$ cat src/rtl/intr_pkg.sv
package intr_pkg;
  // State of the maskable level record
  typedef enum logic [1:0] {
    LV_IDLE  = 2'd0,
    LV_ARMED = 2'd1,
    LV_EOI   = 2'd2
  } lvl_st_e;

  // Which record a boundary serves
  typedef enum logic [1:0] {
    SRV_NONE  = 2'd0,
    SRV_RESET = 2'd1,
    SRV_NMI   = 2'd2,
    SRV_LEVEL = 2'd3
  } srv_e;
endpackage

$ cat src/rtl/intr_evt_latch.sv
module intr_evt_latch
  import intr_pkg::*;
#(
  parameter int unsigned IP_W = 6
) (
  input  logic            clk,
  input  logic            rst,
  input  logic            req_rst,
  input  logic            req_nmi,
  input  logic            irq_lvl_evt,
  input  logic [IP_W-1:0] irq_lvl,
  input  srv_e            srv,
  input  logic            lvl_retire,
  output logic            rst_pend,
  output logic            nmi_pend,
  output lvl_st_e         lvl_st,
  output logic [IP_W-1:0] lvl_val
);
  // A zero level is recorded as a withdrawal, not as "no event"
  function automatic lvl_st_e classify(input logic [IP_W-1:0] v);
    return (v == '0) ? LV_EOI : LV_ARMED;
  endfunction

  logic srv_rst, srv_nmi;
  assign srv_rst = (srv == SRV_RESET);
  assign srv_nmi = (srv == SRV_NMI);

  always_ff @(posedge clk) begin
    if (rst) begin
      rst_pend <= 1'b0;
      nmi_pend <= 1'b0;
      lvl_st   <= LV_IDLE;
      lvl_val  <= '0;
    end else begin
      // a new strobe wins over the clear of a record served this cycle
      rst_pend <= req_rst | (rst_pend & ~srv_rst);
      nmi_pend <= req_nmi | (nmi_pend & ~srv_nmi);
      if (irq_lvl_evt) begin
        lvl_st  <= classify(irq_lvl);
        lvl_val <= irq_lvl;
      end else if (lvl_retire) begin
        lvl_st  <= LV_IDLE;
      end
    end
  end
endmodule

$ cat src/rtl/intr_arbiter.sv
module intr_arbiter
  import intr_pkg::*;
#(
  parameter int unsigned IP_W = 6
) (
  input  logic            inst_done,
  input  logic            rst_pend,
  input  logic            nmi_pend,
  input  lvl_st_e         lvl_st,
  input  logic [IP_W-1:0] lvl_val,
  input  logic            sr_ie,
  input  logic [IP_W-1:0] sr_im,
  output srv_e            srv,
  output logic            fire_nr,
  output logic            fire_int,
  output logic            cause_wr,
  output logic [IP_W-1:0] cause_nxt,
  output logic            lvl_retire
);
  function automatic logic unmasked(input logic ie,
                                    input logic [IP_W-1:0] lvl,
                                    input logic [IP_W-1:0] im);
    return ie && ((lvl & im) != '0);
  endfunction

  function automatic srv_e pick(input logic done, input logic r,
                                input logic n, input lvl_st_e s);
    if (!done)          return SRV_NONE;
    if (r)              return SRV_RESET;
    if (n)              return SRV_NMI;
    if (s != LV_IDLE)   return SRV_LEVEL;
    return SRV_NONE;
  endfunction

  logic lvl_eval, lvl_hit;

  always_comb begin
    srv        = pick(inst_done, rst_pend, nmi_pend, lvl_st);
    lvl_eval   = (srv == SRV_LEVEL);
    lvl_hit    = (lvl_st == LV_ARMED) && unmasked(sr_ie, lvl_val, sr_im);
    fire_nr    = (srv == SRV_RESET) || (srv == SRV_NMI);
    fire_int   = lvl_eval && lvl_hit;
    cause_wr   = lvl_eval;
    cause_nxt  = (lvl_st == LV_ARMED) ? lvl_val : '0;
    lvl_retire = lvl_eval && ((lvl_st == LV_EOI) || lvl_hit);
  end
endmodule

$ cat src/rtl/intr_out_reg.sv
module intr_out_reg #(
  parameter int unsigned IP_W = 6
) (
  input  logic            clk,
  input  logic            rst,
  input  logic            fire_nr,
  input  logic            fire_int,
  input  logic            cause_wr,
  input  logic [IP_W-1:0] cause_nxt,
  output logic            exc_nmi_reset,
  output logic            exc_int,
  output logic [IP_W-1:0] cause_ip
);
  always_ff @(posedge clk) begin
    if (rst) begin
      exc_nmi_reset <= 1'b0;
      exc_int       <= 1'b0;
    end else begin
      exc_nmi_reset <= fire_nr;
      exc_int       <= fire_int;
    end
  end

  // one flop per cause bit; bit i follows interrupt line i
  for (genvar i = 0; i < IP_W; i++) begin : g_ip
    always_ff @(posedge clk) begin
      if (rst)           cause_ip[i] <= 1'b0;
      else if (cause_wr) cause_ip[i] <= cause_nxt[i];
    end
  end
endmodule

$ cat src/rtl/intr_dispatch.sv
module intr_dispatch
  import intr_pkg::*;
#(
  parameter int unsigned IP_W = 6
) (
  input  logic            clk,
  input  logic            rst,
  input  logic            req_rst,
  input  logic            req_nmi,
  input  logic            irq_lvl_evt,
  input  logic [IP_W-1:0] irq_lvl,
  input  logic            sr_ie,
  input  logic [IP_W-1:0] sr_im,
  input  logic            inst_done,
  output logic            exc_nmi_reset,
  output logic            exc_int,
  output logic [IP_W-1:0] cause_ip
);
  logic            rst_pend, nmi_pend;
  lvl_st_e         lvl_st;
  logic [IP_W-1:0] lvl_val;
  srv_e            srv;
  logic            fire_nr, fire_int, cause_wr, lvl_retire;
  logic [IP_W-1:0] cause_nxt;

  intr_evt_latch #(.IP_W(IP_W)) u_latch (
    .clk(clk), .rst(rst), .req_rst(req_rst), .req_nmi(req_nmi),
    .irq_lvl_evt(irq_lvl_evt), .irq_lvl(irq_lvl), .srv(srv),
    .lvl_retire(lvl_retire), .rst_pend(rst_pend), .nmi_pend(nmi_pend),
    .lvl_st(lvl_st), .lvl_val(lvl_val)
  );

  intr_arbiter #(.IP_W(IP_W)) u_arb (
    .inst_done(inst_done), .rst_pend(rst_pend), .nmi_pend(nmi_pend),
    .lvl_st(lvl_st), .lvl_val(lvl_val), .sr_ie(sr_ie), .sr_im(sr_im),
    .srv(srv), .fire_nr(fire_nr), .fire_int(fire_int),
    .cause_wr(cause_wr), .cause_nxt(cause_nxt), .lvl_retire(lvl_retire)
  );

  intr_out_reg #(.IP_W(IP_W)) u_out (
    .clk(clk), .rst(rst), .fire_nr(fire_nr), .fire_int(fire_int),
    .cause_wr(cause_wr), .cause_nxt(cause_nxt),
    .exc_nmi_reset(exc_nmi_reset), .exc_int(exc_int), .cause_ip(cause_ip)
  );
endmodule

$ cat config.mk
export PLATFORM = sky130hd
export DESIGN_NAME = intr_dispatch
export DESIGN_NICKNAME = d
export VERILOG_FILES = /design/src/rtl/intr_pkg.sv /design/src/rtl/intr_evt_latch.sv /design/src/rtl/intr_arbiter.sv /design/src/rtl/intr_out_reg.sv /design/src/rtl/intr_dispatch.sv
export SDC_FILE = /design/constraint.sdc
export NUM_CORES = 1
export LEC_CHECK = 0
export ABC_AREA = 0
export BUFFER_PORTS_ARGS = -buffer_cell sky130_fd_sc_hd__buf_2
export CORE_AREA = 2 2 49 56
export CTS_CLUSTER_DIAMETER = 60
export DETAILED_ROUTE_END_ITERATION = 7
export DIE_AREA = 0 0 51 58
export GPL_ROUTABILITY_DRIVEN = 1
export PLACE_DENSITY_LB_ADDON = 0.2
export SLEW_MARGIN = 20
export SYNTH_ARGS = -nofsm -noshare
export SYNTH_HDL_FRONTEND = slang
export SYNTH_SLANG_ARGS = --single-unit
export TNS_END_PERCENT = 50
$ cat constraint.sdc
create_clock -name clk -period 2 [get_ports clk]
set_clock_uncertainty 0.1 [all_clocks]
set_input_delay 0.3 -clock clk [delete_from_list [all_inputs] [get_ports clk]]
set_output_delay 0.3 -clock clk [all_outputs]
set_load 0.01 [all_outputs]
; Word-level counts from Yosys, hierarchy flattened
; Index checks and enable logic that the tools add are counted.
[op_classes]
n_addsub = 0
mul = 0
div = 0
order_cmp = 0
eq_ne = 5
shift = 0
mux = 21
bitwise_logic = 7
reduce_logical = 10
[ops]
columns = cell, n
row1 = $mux W2, 11
row2 = $mux W1, 9
row3 = $and A6 B6 Y6, 1
row4 = $eq A2 B2 Y1 const B, 3
row5 = $logic_not A6 Y1, 1
row6 = $mux W6, 1
row7 = $reduce_bool A6 Y1, 1
row8 = $eq A2 B1 Y1 const B, 2
row9 = $logic_and A1 B1 Y1, 4
row10 = $reduce_bool A2 Y1, 2
row11 = $and A1 B1 Y1, 2
row12 = $logic_or A1 B1 Y1, 2
row13 = $not A1 Y1, 2
row14 = $or A1 B1 Y1, 2
[totals]
ff_bits = 18
latchBits = 0
ramBits = 0
romBits = 0
inputBits = 19
out_inout_bits = 8
word_cells = 55
n_memories = 0

; Logic depth before layout (Yosys ltp)
[logic_depth]
ltp_word = 15
depth_mapped = 7
depth_no_buf = 7

; Hierarchy
; A second synthesis with hierarchy kept.
[unflattened]
hier_cells = 83
hier_area_um2 = 800.8
[by_module_without_submodules]
columns = mod, instances, cells_per_inst, area_each_um2, seq_area_each_um2
row1 = intr_evt_latch, 1, 37, 374.1, 200.2
row2 = intr_out_reg, 1, 23, 266.5, 160.2
row3 = intr_arbiter, 1, 23, 160.2, 0.0

; Worst setup path after synthesis
; Ideal clock, no wire load.
[synth_timing]
kind = register -> register
from = register u_latch.lvl_st[0]
to = register u_out.cause_ip[5]
setup_ns = 0.119
arrival_time_ns = 1.276
required_time_ns = 1.781
path_slack_ns = 0.504
path_stages_with_launch = 7
path_buffers = 1
period_less_slack_ns = 1.496
cell_sequence = dfxtp_1 nor3_1 nor3_1 ha_1 clkbuf_1 nand2b_1 a21oi_1
[synth_between]
elab_chain_cells = 10
word_cells_on_any_way = 13
cone_classes = eq/ne (2) / mux (10) / reduce/logical (1)
[synth_lines]
columns = element, line_no
row1 = start: declaration, intr_evt_latch.sv:16  ; output lvl_st_e lvl_st,
row2 = start signal: assignment, intr_evt_latch.sv:39  ; lvl_st <= classify(irq_lvl);
row3 = $reduce_bool A2 Y1, intr_arbiter.sv:31  ; if (s != LV_IDLE) return SRV_LEVEL;
row4 = $mux W1 (2 in series), intr_arbiter.sv:31
row5 = $mux W1, intr_arbiter.sv:30  ; if (n) return SRV_NMI;
row6 = $mux W1, intr_arbiter.sv:29  ; if (r) return SRV_RESET;
row7 = $mux W2, intr_arbiter.sv:32  ; return SRV_NONE;
row8 = $mux W2, intr_arbiter.sv:31
row9 = $mux W2, intr_arbiter.sv:30
row10 = $mux W2, intr_arbiter.sv:29
row11 = $eq A2 B2 Y1, intr_arbiter.sv:39  ; lvl_eval = (srv == SRV_LEVEL);
row12 = end signal: indexed assignment, intr_out_reg.sv:28  ; else if (cause_wr) cause_ip[i] <= cause_nxt[i];
row13 = end: declaration, intr_out_reg.sv:12  ; output logic [IP_W-1:0] cause_ip
; Parallel ways exist; a longest one is shown, timed or not. The select of a mux whose other input is x is not followed.
; A chain may end at the register's enable or synchronous reset.

; Worst setup path in the final report
[layout_timing]
from = register u_latch.lvl_st[0]
to = register u_latch.lvl_st[1]
[layout_between]
elab_chain_cells = 12
word_cells_on_any_way = 17
cone_classes = eq/ne (3) / mux (9) / reduce/logical (5)
[layout_lines]
columns = element, line_no
row1 = $reduce_bool A2 Y1, intr_arbiter.sv:31
row2 = $mux W1 (2 in series), intr_arbiter.sv:31
row3 = $mux W1, intr_arbiter.sv:30
row4 = $mux W1, intr_arbiter.sv:29
row5 = $mux W2, intr_arbiter.sv:32
row6 = $mux W2, intr_arbiter.sv:31
row7 = $mux W2, intr_arbiter.sv:30
row8 = $mux W2, intr_arbiter.sv:29
row9 = $eq A2 B2 Y1, intr_arbiter.sv:39
row10 = $logic_and A1 B1 Y1 *, intr_arbiter.sv:45  ; lvl_retire = lvl_eval && ((lvl_st == LV_EOI) || lvl_hit);
row11 = $reduce_bool A2 Y1 (no source line) *, n/a
; Every way passes the cells marked *; elsewhere a longest branch is shown, timed or not. The select of a mux whose other input is x is not followed.

==> flow_summary_export.csv <==
group,metric,value,unit
worst_setup_path,slowest_delay,420,ps
worst_setup_path,worst_ep_required_time,2070,ps
yosys,synth.avg_cell_area,9.28,µm²
yosys,synth_edf_count,0,
cts,cts_setup_buffers,0,
power,peakVddDrop,243,µV
drt,drc,0,
yosys,ys_top_cells_by_count,"18 x dfxtp_1, 11 x nor2_1, 9 x a21oi_1",
yosys,yosys.area.top_type,"dfxtp_1",
timing,drv_slew,0,
yosys,yosys_warnings,0,
worst_setup_path,crit_chain,"nor3_1, nor3_1, ha_1, buf_4, nand2b_1, a32oi_1, nor2_1",
yosys,synth.area.top_cells,"dfxtp_1 47%, mux2i_1 7.9%, a21oi_1 5.9%",
cts,cts_inserted_buffers,3,
drt,ant_nets,0,
finish,fill_cells,282,
timing,setup_tns,0,ps
place,port_buffers,26,
floorplan,die_w,51,µm
yosys,synth-seq-cells,18,
yosys,netlist_area,761,µm²
timing,relSlewSlack,66.5,%
floorplan,die_height,58,µm
drt,vias,671,
cts,tritoncts,"done",
timing,tightest_slew,498,ps
worst_setup_path,crit_buf_inv,1,
power,totalPowerFinal,0.637,mW
cts,htreeDepth,1,
timing,fmax,0.613,GHz
place,place.gp.congestion,0.767,
global_routing,grt_max_degree,19,
floorplan,rows,19,
cts,clk_pin_slew,90,ps
run_status,status,"finished, final reports clean",
yosys,syn_nets,103,
drt,wl_per_cell,11.9,µm
yosys,seq_area_frac_synth,47.4,%
cts,cts_buffer_depth,2,
finish,diodes,0,
place,dpl.cell_count,136,
global_routing,grt_util_all_layers,12.7,%
worst_setup_path,path_common_cell,"nor3_1",
finish,instances_no_fill,139,
cts,ctsResizeCount,0,
worst_setup_path,path_max_fanout,13,
cts,hold_buffers,0,
global_routing,grt_pass1_vias,658,
finish,multiInputGateArea,370,µm²
worst_setup_path,critPathLaunchType,"register",
worst_setup_path,end_kind,"register",
power,p_leak,0.413,nW
cts,cts_root_buffer,"clkbuf_4",
finish,final_nets,131,
power,cellPowerDensity,676,nW/µm²
floorplan,fp.coreArea,2400,µm²
cts,clk-insertion-delay-late,280,ps
yosys,synth_most_common_cell,"dfxtp_1",
yosys,synth.distinct_cells,23,
timing,period_share,81.5,%
min_path,hold_path.class,"input pin to register",
yosys,async_flop_share,0,%
finish,seqCellArea,360,µm²
drt,drt_iter0_drc,11,
global_routing,grt_pass1_wl,2.73,mm
floorplan,pin_count,27,
global_routing,antenna_found_initial,0,
drt,viasPerCell,4.83,
place,dp_hpwl,1.28,mm
place,dpl_cell_area,918,µm²
finish,drive_above_1_share,29.6,%
worst_setup_path,crit_arrival,1700,ps
flow_run,maxCapViolCount,0,
timing,grt_setup_unrepaired,"no",
floorplan,dieArea,2960,µm²
timing,hold_violations,0,
timing,finalCriticalPeriod,1630,ps
worst_setup_path,critPathTopFamily,"flip-flops",
yosys,synth-main-ff-cell,"dfxtp_1",
worst_setup_path,path_class,"register to register",
timing,setup_viol,0,
yosys,syn_inst,82,
global_routing,gr-total-overflow,0,
drt,drtPass1Iterations,4,
worst_setup_path,cp_slowest_cell,"dfxtp_1",
finish,area_growth,23.7,%
yosys,synth_top_area_share,47.4,%
floorplan,start_util,31.7,%
drt,drt_wl_total,1.66,mm
finish,fin_area,941,µm²
cts,clock-sinks,18,
-- layout make-up --
class	instances	share of cell area (%)
Clock buffer	3	2.39
Inverter	3	1.20
Multi-Input combinational cell	57	39.4
Sequential cell	18	38.3
Tap cell	31	4.12
Timing Repair Buffer	27	14.6
-- sequential cells by signal (all words and copies together) (netlist names) --
signal and cells:
u_latch.rst_pend 1, u_out.cause_ip 6, u_out.exc_nmi_reset 1, u_latch.lvl_st 2, u_latch.nmi_pend 1, u_out.exc_int 1, u_latch.lvl_val 6
-- layout by cell type, fill, tap and decap left out --
cell	Yosys	final
a32oi_1	1	1
o21a_1	1	1
buf_4	0	1
a21oi_1	9	9
mux2i_1	6	6
nor4_1	1	1
ha_1	2	2
nor2_1	11	11
nand2b_1	7	7
nand4b_1	1	1
nand4_1	1	1
nor3b_2	1	1
a311oi_1	1	1
inv_1	3	3
o21ai_0	1	1
dfxtp_1	18	18
nor2b_1	1	1
a22oi_1	3	3
and2b_1	1	1
buf_2	3	26
a221oi_2	1	1
clkbuf_4	0	3
nor3_1	2	2
nand3_1	6	6
-- metal layers --
metal | share of wire, % | vias to the layer above | GRT usage [%]
met3 | 4.7 | 2 | 1.80
met4 | 1.6 | 0 | 9.27
li1 | - | 344 | -
met5 | 0 | - | 0
met2 | 51 | 15 | 21.3
met1 | 43 | 310 | 14.5
-- cell families after synthesis --
logic type	Yosys count	synth area share (%)
fa+ha+maj	2	3.29
flops	18	47.4
mux	6	7.90
buf+inv	7	3.95
simple gates	32	22.7
compound gates	17	14.8
-- stage by stage --
stage	hold slack (ps)	setup slack (ps)	util, %
6_report	120	370	39.2
3_5_place_dp	358	370	38.2
2_1_floorplan	317	504	-
5_1_grt	134	195	39.2
4_1_cts	109	354	39.2
3_3_place_gp	354	417	38.2
-- path summary, 6_finish.rpt --
path | slack (ps) | depth (start not counted) | startpoint | endpoint
setup reg to reg | 370 | 7 | u_latch.lvl_st[0]$_SDFFE_PP0P_ | u_latch.lvl_st[1]$_SDFFE_PP0P_
hold / removal | 120 | 3 | req_nmi | u_latch.nmi_pend$_SDFF_PP0_
hold reg to reg | 370 | 2 | u_out.cause_ip[0]$_SDFFE_PP0P_ | u_out.cause_ip[0]$_SDFFE_PP0P_
setup / recovery | 370 | 7 | u_latch.lvl_st[0]$_SDFFE_PP0P_ | u_latch.lvl_st[1]$_SDFFE_PP0P_
-- power by group --
part           total (mW)  switching, mW  internal (mW)  leakage, nW
Combinational      0.0793         0.0407         0.0386        0.252
Sequential          0.385         0.0122          0.373        0.147
Clock               0.172          0.102         0.0698       0.0138
-- worst reg2reg max path, stage by stage, from the launching register on --
cell	delay (ps)
dfxtp_1	420
nor3_1	80
nor3_1	210
ha_1	220
buf_4	170
nand2b_1	70
a32oi_1	190
nor2_1	50
Power figures use the tool's default switching activity.
